**src/rtl/eirq_pkg.sv**
```systemverilog
package eirq_pkg;

    // Slot layout: [3] status (read-only), [2] trigger mode, [1:0] priority code
    localparam int SLOT_W = 4;
    localparam int CFG_W  = 3;

    typedef enum logic [1:0] {
        PRI_OFF = 2'b00,
        PRI_L0  = 2'b01,
        PRI_L1  = 2'b10,
        PRI_L2  = 2'b11
    } pri_code_e;

    typedef enum logic {
        TRIG_LOW  = 1'b0,
        TRIG_FALL = 1'b1
    } trig_e;

    typedef struct packed {
        trig_e     trig;
        pri_code_e pri;
    } src_cfg_t;

    typedef struct packed {
        logic       valid;
        logic [1:0] level;
    } src_req_t;

    function automatic logic cfg_on(src_cfg_t c);
        return c.pri != PRI_OFF;
    endfunction

    function automatic logic cfg_edge(src_cfg_t c);
        return cfg_on(c) && (c.trig == TRIG_FALL);
    endfunction

    function automatic logic [1:0] cfg_level(src_cfg_t c);
        return 2'(c.pri - 2'd1);
    endfunction

endpackage

```
**src/rtl/eirq_cfg_reg.sv**
```systemverilog
module eirq_cfg_reg
    import eirq_pkg::*;
#(
    parameter int NUM_SRC = 3,
    localparam int REG_W  = NUM_SRC * SLOT_W
) (
    input  logic                       clk,
    input  logic                       rst,
    input  logic                       soft_rst,
    input  logic                       wr_en,
    input  logic [REG_W-1:0]           wr_data,
    output src_cfg_t [NUM_SRC-1:0]     cfg_o
);

    src_cfg_t [NUM_SRC-1:0] cfg_q;

    always_ff @(posedge clk) begin
        if (rst || soft_rst) begin
            cfg_q <= '0;
        end else if (wr_en) begin
            for (int i = 0; i < NUM_SRC; i++) begin
                cfg_q[i] <= src_cfg_t'(wr_data[i*SLOT_W +: CFG_W]);
            end
        end
    end

    assign cfg_o = cfg_q;

endmodule

```
**src/rtl/eirq_src_chan.sv**
```systemverilog
module eirq_src_chan
    import eirq_pkg::*;
#(
    parameter int SYNC_STAGES = 2
) (
    input  logic     clk,
    input  logic     rst,
    input  logic     pin_n,
    input  src_cfg_t cfg,
    input  logic     ack_hit,
    output logic     status,
    output src_req_t req
);

    logic [SYNC_STAGES-1:0] chain_q;
    logic                   prev_q;
    logic                   latch_q;
    logic                   sync_lvl;
    logic                   fall;
    logic                   edge_mode;

    assign sync_lvl  = chain_q[SYNC_STAGES-1];
    assign fall      = prev_q && !sync_lvl;
    assign edge_mode = cfg_edge(cfg);

    // pins idle high, so the chain resets to ones to avoid a false edge
    always_ff @(posedge clk) begin
        if (rst) begin
            chain_q <= '1;
            prev_q  <= 1'b1;
        end else begin
            chain_q <= (chain_q << 1) | SYNC_STAGES'(pin_n);
            prev_q  <= sync_lvl;
        end
    end

    // a new edge outranks an acknowledge in the same cycle
    always_ff @(posedge clk) begin
        if (rst || !edge_mode) begin
            latch_q <= 1'b0;
        end else if (fall) begin
            latch_q <= 1'b1;
        end else if (ack_hit) begin
            latch_q <= 1'b0;
        end
    end

    always_comb begin
        status    = edge_mode ? latch_q : sync_lvl;
        req.valid = cfg_on(cfg) && (edge_mode ? latch_q : !sync_lvl);
        req.level = cfg_level(cfg);
    end

endmodule

```
**src/rtl/eirq_prio_sel.sv**
```systemverilog
module eirq_prio_sel
    import eirq_pkg::*;
#(
    parameter int NUM_SRC = 3,
    localparam int SRC_W  = (NUM_SRC > 1) ? $clog2(NUM_SRC) : 1
) (
    input  src_req_t [NUM_SRC-1:0] reqs,
    output logic                   valid,
    output logic [1:0]             level,
    output logic [SRC_W-1:0]       src
);

    // strict comparison keeps the earlier (lower) index on ties
    always_comb begin
        valid = 1'b0;
        level = '0;
        src   = '0;
        for (int i = 0; i < NUM_SRC; i++) begin
            if (reqs[i].valid && (!valid || reqs[i].level > level)) begin
                valid = 1'b1;
                level = reqs[i].level;
                src   = SRC_W'(i);
            end
        end
    end

endmodule

```
**src/rtl/eirq_ctrl.sv**
```systemverilog
module eirq_ctrl
    import eirq_pkg::*;
#(
    parameter int NUM_SRC     = 3,
    parameter int SYNC_STAGES = 2,
    localparam int REG_W      = NUM_SRC * SLOT_W,
    localparam int SRC_W      = (NUM_SRC > 1) ? $clog2(NUM_SRC) : 1
) (
    input  logic             clk,
    input  logic             rst,
    input  logic             soft_rst,
    input  logic             wr_en,
    input  logic [REG_W-1:0] wr_data,
    output logic [REG_W-1:0] rd_data,
    input  logic [NUM_SRC-1:0] irq_n,
    input  logic             ack,
    input  logic [SRC_W-1:0] ack_src,
    output logic             req_valid,
    output logic [1:0]       req_level,
    output logic [SRC_W-1:0] req_src
);

    src_cfg_t [NUM_SRC-1:0] cfg;
    src_req_t [NUM_SRC-1:0] reqs;
    logic     [NUM_SRC-1:0] stat;

    eirq_cfg_reg #(.NUM_SRC(NUM_SRC)) u_cfg (
        .clk      (clk),
        .rst      (rst),
        .soft_rst (soft_rst),
        .wr_en    (wr_en),
        .wr_data  (wr_data),
        .cfg_o    (cfg)
    );

    for (genvar g = 0; g < NUM_SRC; g++) begin : g_src
        eirq_src_chan #(.SYNC_STAGES(SYNC_STAGES)) u_chan (
            .clk     (clk),
            .rst     (rst),
            .pin_n   (irq_n[g]),
            .cfg     (cfg[g]),
            .ack_hit (ack && (ack_src == SRC_W'(g))),
            .status  (stat[g]),
            .req     (reqs[g])
        );
        assign rd_data[g*SLOT_W +: SLOT_W] = {stat[g], cfg[g]};
    end

    eirq_prio_sel #(.NUM_SRC(NUM_SRC)) u_sel (
        .reqs  (reqs),
        .valid (req_valid),
        .level (req_level),
        .src   (req_src)
    );

endmodule

```
**config.mk**
```make
export PLATFORM = sky130hd
export DESIGN_NAME = eirq_ctrl
export DESIGN_NICKNAME = d
export VERILOG_FILES = /design/src/rtl/eirq_pkg.sv /design/src/rtl/eirq_cfg_reg.sv /design/src/rtl/eirq_src_chan.sv /design/src/rtl/eirq_prio_sel.sv /design/src/rtl/eirq_ctrl.sv
export SDC_FILE = /design/constraint.sdc
export NUM_CORES = 1
export LEC_CHECK = 0
export BUFFER_PORTS_ARGS = -buffer_cell sky130_fd_sc_hd__clkbuf_2
export CELL_PAD_IN_SITES_DETAIL_PLACEMENT = 2
export CELL_PAD_IN_SITES_GLOBAL_PLACEMENT = 2
export CORE_ASPECT_RATIO = 0.9
export CORE_MARGIN = 8
export CORE_UTILIZATION = 27
export DETAILED_ROUTE_END_ITERATION = 10
export PLACE_DENSITY = 0.84
export SLEW_MARGIN = 20
export SYNTH_ARGS = -nofsm -noshare
export SYNTH_HDL_FRONTEND = slang
export SYNTH_SLANG_ARGS = --single-unit
```
**constraint.sdc**
```tcl
create_clock -name clk -period 4.1 [get_ports clk]
set_input_delay 0.615 -clock clk [delete_from_list [all_inputs] [get_ports clk]]
set_output_delay 0.615 -clock clk [all_outputs]
set_load 0.01 [all_outputs]
```
======== Word level (Yosys, flattened, before mapping) ========
Index checks and enable logic that the tools add are counted.
storage, ports and cells
  bits in registers ....................... 21
  bits of input ports ..................... 22
  output and inout port bits .............. 17
  word-level logic and storage cells ...... 80
cells by class
  $add $sub $neg .......................... 3
  $lt $le $gt $ge ......................... 2
  equality and inequality tests ........... 2
  mux-type cells .......................... 20
  bitwise logic cells ..................... 3
  reduce and logical (&&, ||, !) cells .... 35
operator list
  operator             number
  $mux 1               16
  $logic_and 1x1->1    14
  $reduce_bool 2->1    6
  $logic_not 1->1      8
  $mux 2               4
  $logic_or 1x1->1     6
  $or 2x1->2           3
  $sub 2x1->2 const B  3
  $gt 2x2->1           2
  $eq 2x1->1 const B   1
  $eq 2x2->1 const B   1
  $logic_not 2->1      1

======== Longest topological paths before layout ========
  word-level depth ........................ 13
  gate-level depth with buffers ........... 14
  depth with buffers taken out ............ 14

======== Modules after synthesis ========
Synthesis repeated with hierarchy kept, for this count alone.
unflattened totals
  cells, all modules ...................... 115
  area, all modules ....................... 1106.1 um^2
by module, submodules not included
  module         instances  cells each  area each (um^2)  seq. area each (um^2)
  eirq_src_chan  3          19          186.4             80.1
  eirq_cfg_reg   1          30          329.1             180.2
  eirq_prio_sel  1          25          187.7             0.0
  eirq_ctrl      1          3           30.0              0.0

======== Worst setup path before layout ========
OpenSTA, ideal clock, no wires.
  path kind ............................... register to output
  start point ............................. register u_cfg.cfg_q, in the netlist u_cfg.cfg_o[0]
  end point ............................... output req_level[0]
  arrival time ............................ 2932 ps
  data required time ...................... 3485 ps
  setup slack ............................. 553 ps
  cell stages (with the launch flop) ...... 14
  buffers on the path ..................... 0
  cells stage by stage .................... dfxtp_1 -> inv_1 -> ha_1 -> nand2b_1 -> ha_1 -> nor2b_1 -> o21ai_0 -> a21o_1 -> o22a_2 -> ha_1 -> nor2b_1 -> o21ai_0 -> a21oi_2 -> mux2_2
between the ends
  cells in the longest elaborated chain, start to end .. 13
  elaborated cells between the ends (all ways) .. 18
  those cells by class .................... 1 x add/sub; 2 x order compare; 6 x mux; 9 x reduce/logical
ends and longest elaborated chain
  what                                                  RTL line             RTL
  start: declaration                                    eirq_cfg_reg.sv:15   src_cfg_t [NUM_SRC-1:0] cfg_q;
  start signal: indexed assignment                      eirq_cfg_reg.sv:22   cfg_q[i] <= src_cfg_t'(wr_data[i*SLOT_W +: CFG_W]);
  $reduce_bool 2->1                                     eirq_pkg.sv:30       return c.pri != PRI_OFF;
  $logic_and 1x1->1                                     eirq_pkg.sv:34       return cfg_on(c) && (c.trig == TRIG_FALL);
  $mux 1                                                eirq_src_chan.sv:50  req.valid = cfg_on(cfg) && (edge_mode ? latch_q : !sync_lvl);
  $logic_and 1x1->1                                     eirq_src_chan.sv:50
  $mux 2 / $mux 1 (equally long branches)               eirq_prio_sel.sv:19  if (reqs[i].valid && (!valid || reqs[i].level > level)) begin
  $gt 2x2->1 / $logic_not 1->1 (equally long branches)  eirq_prio_sel.sv:19
  $logic_or 1x1->1                                      eirq_prio_sel.sv:19
  $logic_and 1x1->1                                     eirq_prio_sel.sv:19
  $mux 2 / $mux 1 (equally long branches)               eirq_prio_sel.sv:19
  $gt 2x2->1 / $logic_not 1->1 (equally long branches)  eirq_prio_sel.sv:19
  $logic_or 1x1->1                                      eirq_prio_sel.sv:19
  $logic_and 1x1->1                                     eirq_prio_sel.sv:19
  $mux 2 (*)                                            eirq_prio_sel.sv:19
  end: declaration                                      eirq_ctrl.sv:19      output logic [1:0] req_level,
Mark *: on every way between the ends. The rest lies on a longest branch, timed or not.

======== Final worst setup path ========
Ends and elaborated chain as after synthesis.

==> impl_metrics.env <==
export IMPL_critPathBufInv=2
export IMPL_ys_ff_latch=21
export IMPL_die_x_um=81.8
export IMPL_fin_skew_ns=0.00276
export IMPL_synthesis_nets=145
export IMPL_slowest_stage="dfxtp_4"
export IMPL_cpPeakStageDelay_ns=0.37
export IMPL_syn_area_um2=1050
export IMPL_max_freq_mhz=252
export IMPL_clkTransAtPathRegs_ns=0.08
export IMPL_drt_iter0_drc=10
export IMPL_outcome="completed"
export IMPL_synthMostInstantiatedCell="dfxtp_1"
export IMPL_setup_viol=0
export IMPL_place_gp_congestion=0.763
export IMPL_hpwl_mm=2.44
export IMPL_synth_top_area_share_pct=39.9
export IMPL_yosysWarnings=0
export IMPL_clock_sinks=21
export IMPL_finalHoldViolations=0
export IMPL_syn_avg_cell_area_um2=9.08
export IMPL_reg2reg_setup_slack_ns=2.92
export IMPL_synth_ff_type="dfxtp_1"
export IMPL_postSynth_asyncResetShare_pct=0
export IMPL_fin_util_pct=35.7
export IMPL_ys_top_cells_by_count="dfxtp_1, nor2_1, mux2i_1, or2_2, inv_1"
export IMPL_grt_max_degree=14
export IMPL_period_share_pct=96.8
export IMPL_max_cap_violations=0
export IMPL_routed_wl_mm=3.02
export IMPL_clk_latency_ns=0.27
export IMPL_core_area_um2=3730
export IMPL_fillers=439
export IMPL_power_density_nw_per_um2=311
export IMPL_critPathLaunchType="flop"
export IMPL_n_antenna_cell=0
export IMPL_nNetsFinal=181
export IMPL_wire_per_inst_um=15.3
export IMPL_relSlewSlack_pct=78.7
export IMPL_gr_total_overflow=0
export IMPL_antenna_found_initial=0
export IMPL_ir_drop_v=0.000166
export IMPL_fin_crit_ns=3.97
export IMPL_timing_worst_setup_path_type="flop to primary output"
export IMPL_syn_to_final_growth_pct=26.4
export IMPL_finalPower_mw=0.414
export IMPL_postRouteAntennaNets=0
export IMPL_htree_levels=1
export IMPL_cts_buffer_depth=2
export IMPL_grt_pass1_vias=1048
export IMPL_drive_above_1_share_pct=41.1
export IMPL_row_count=21
export IMPL_crit_path_cell_trace="inv_1 -> ha_1 -> nand2b_1 -> ha_1 -> nor2b_4 -> o21ai_2 -> a21o_1 -> o22a_2 -> ha_1 -> nor2b_1 -> o21ai_1 -> a21oi_2 -> mux2_2 -> clkbuf_2"
export IMPL_grt_use_total_pct=10.2
export IMPL_grt_pass1_wl_mm=4.78
export IMPL_start_util_pct=28.2
export IMPL_pre_cts_ws_ns=0.198
export IMPL_hold_path_class="flop to flop"
export IMPL_port_buffers=35
export IMPL_synth_cell_types=28
export IMPL_worst_pin_slew_ns=0.320
export IMPL_worst_ep_arrival_time_ns=3.36
export IMPL_dieHeight_um=75.3
export IMPL_ys_seq_area_share_pct=39.9
export IMPL_leakagePower_nw=0.597
export IMPL_fin_setup_tns_ns=0
export IMPL_layout_setup_ws_ns=0.129
export IMPL_stdcell_count=197
export IMPL_vias=922
export IMPL_critical_path_required_ns=3.48
export IMPL_ioPinCount=39
export IMPL_critPathTopFamily="adder cells"
export IMPL_end_kind="primary output"
export IMPL_cts_root_buffer="clkbuf_8"
export IMPL_hold_buffers=0
export IMPL_postSynthCellCount=116
export IMPL_drv_slew=0
export IMPL_cts_tree="built"
export IMPL_synth_area_leader_cell="dfxtp_1"
export IMPL_die_area_um2=6160
export IMPL_crit_top_cell="ha_1"
export IMPL_numCtsBuffers=3
export IMPL_drc=0
export IMPL_dp_cells=191
export IMPL_dr_pass1_iters=4
export IMPL_crit_fanout=5
export IMPL_synth_edf_count=0
export IMPL_vias_per_cell=4.68
export IMPL_synth_area_top_cells="dfxtp_1, mux2i_1, ha_1"
flip-flops by register name, indices dropped and copies added, names as in the netlist:
name / flops
g_src.u_chan.chain_q: 6
g_src.u_chan.latch_q: 3
g_src.u_chan.prev_q: 3
u_cfg.cfg_o: 9
layer usage:
metal  vias up  wire length, um  GRT usage [%]
li1        451                -              -
met1       442             1250           11.1
met2        25             1540           17.9
met3         4              187           3.10
met4         0               39           4.67
met5         -                0              0
timing repair:
action | CTS | global route
endpoints found under the setup margin | 1 | 3
pin swaps | 1 | 2
buffers inserted | 1 | 1
gates resized for setup | 1 | 6
kinds of logic after synthesis:
| group | count (synthesis) | share of synthesized area [%] |
|---|---|---|
| mux | 14 | 13.8 |
| fa+ha+maj | 7 | 8.31 |
| buf+inv | 14 | 6.06 |
| simple gates | 45 | 22.6 |
| compound gates | 15 | 9.38 |
| flops | 21 | 39.9 |
layout make-up:
class | instances | area (um2) | share of cell area (%)
clock buffer | 3 | 41.3 | 3.10
tap | 46 | 57.6 | 4.32
sequential | 21 | 424 | 31.9
clock inverter | 1 | 7.51 | 0.564
multi-input combinational | 81 | 581 | 43.6
timing repair buffer | 37 | 190 | 14.3
inverter | 8 | 30.0 | 2.26
cell usage in the layout (no fill, tap or decap), types with 3 or more instances in the layout:
cell	instances
mux2i_1	10
inv_1	8
a21o_1	3
mux2_2	4
dfxtp_1	20
clkbuf_8	3
nor2_1	11
nand2_1	7
ha_1	7
nor2b_1	3
or2_2	10
nand2b_1	5
clkbuf_2	35
where the power goes:
group | internal [mW] | switching (mW)
Combinational | 0.0276 | 0.0272
Sequential | 0.210 | 0.00482
Clock | 0.0688 | 0.0755
Total | 0.306 | 0.107
per-stage QoR:
stage	hold slack [ns]	cell area, um2
after floorplan	0.389	1050
after global placement	0.394	1250
after detailed placement	0.400	1250
after CTS	0.422	1310
after global routing	0.434	1330
final	0.416	1330
path summary, 6_finish.rpt:
path                                      to  cells past startpoint                       start
hold / removal    g_src[1].u_chan.chain_q[1]                      1  g_src[1].u_chan.chain_q[0]
setup reg to reg     g_src[1].u_chan.latch_q                      4              u_cfg.cfg_o[3]
setup / recovery                req_level[0]                     14              u_cfg.cfg_o[0]
hold reg to reg   g_src[1].u_chan.chain_q[1]                      1  g_src[1].u_chan.chain_q[0]
(Power assumes the default switching activity.)
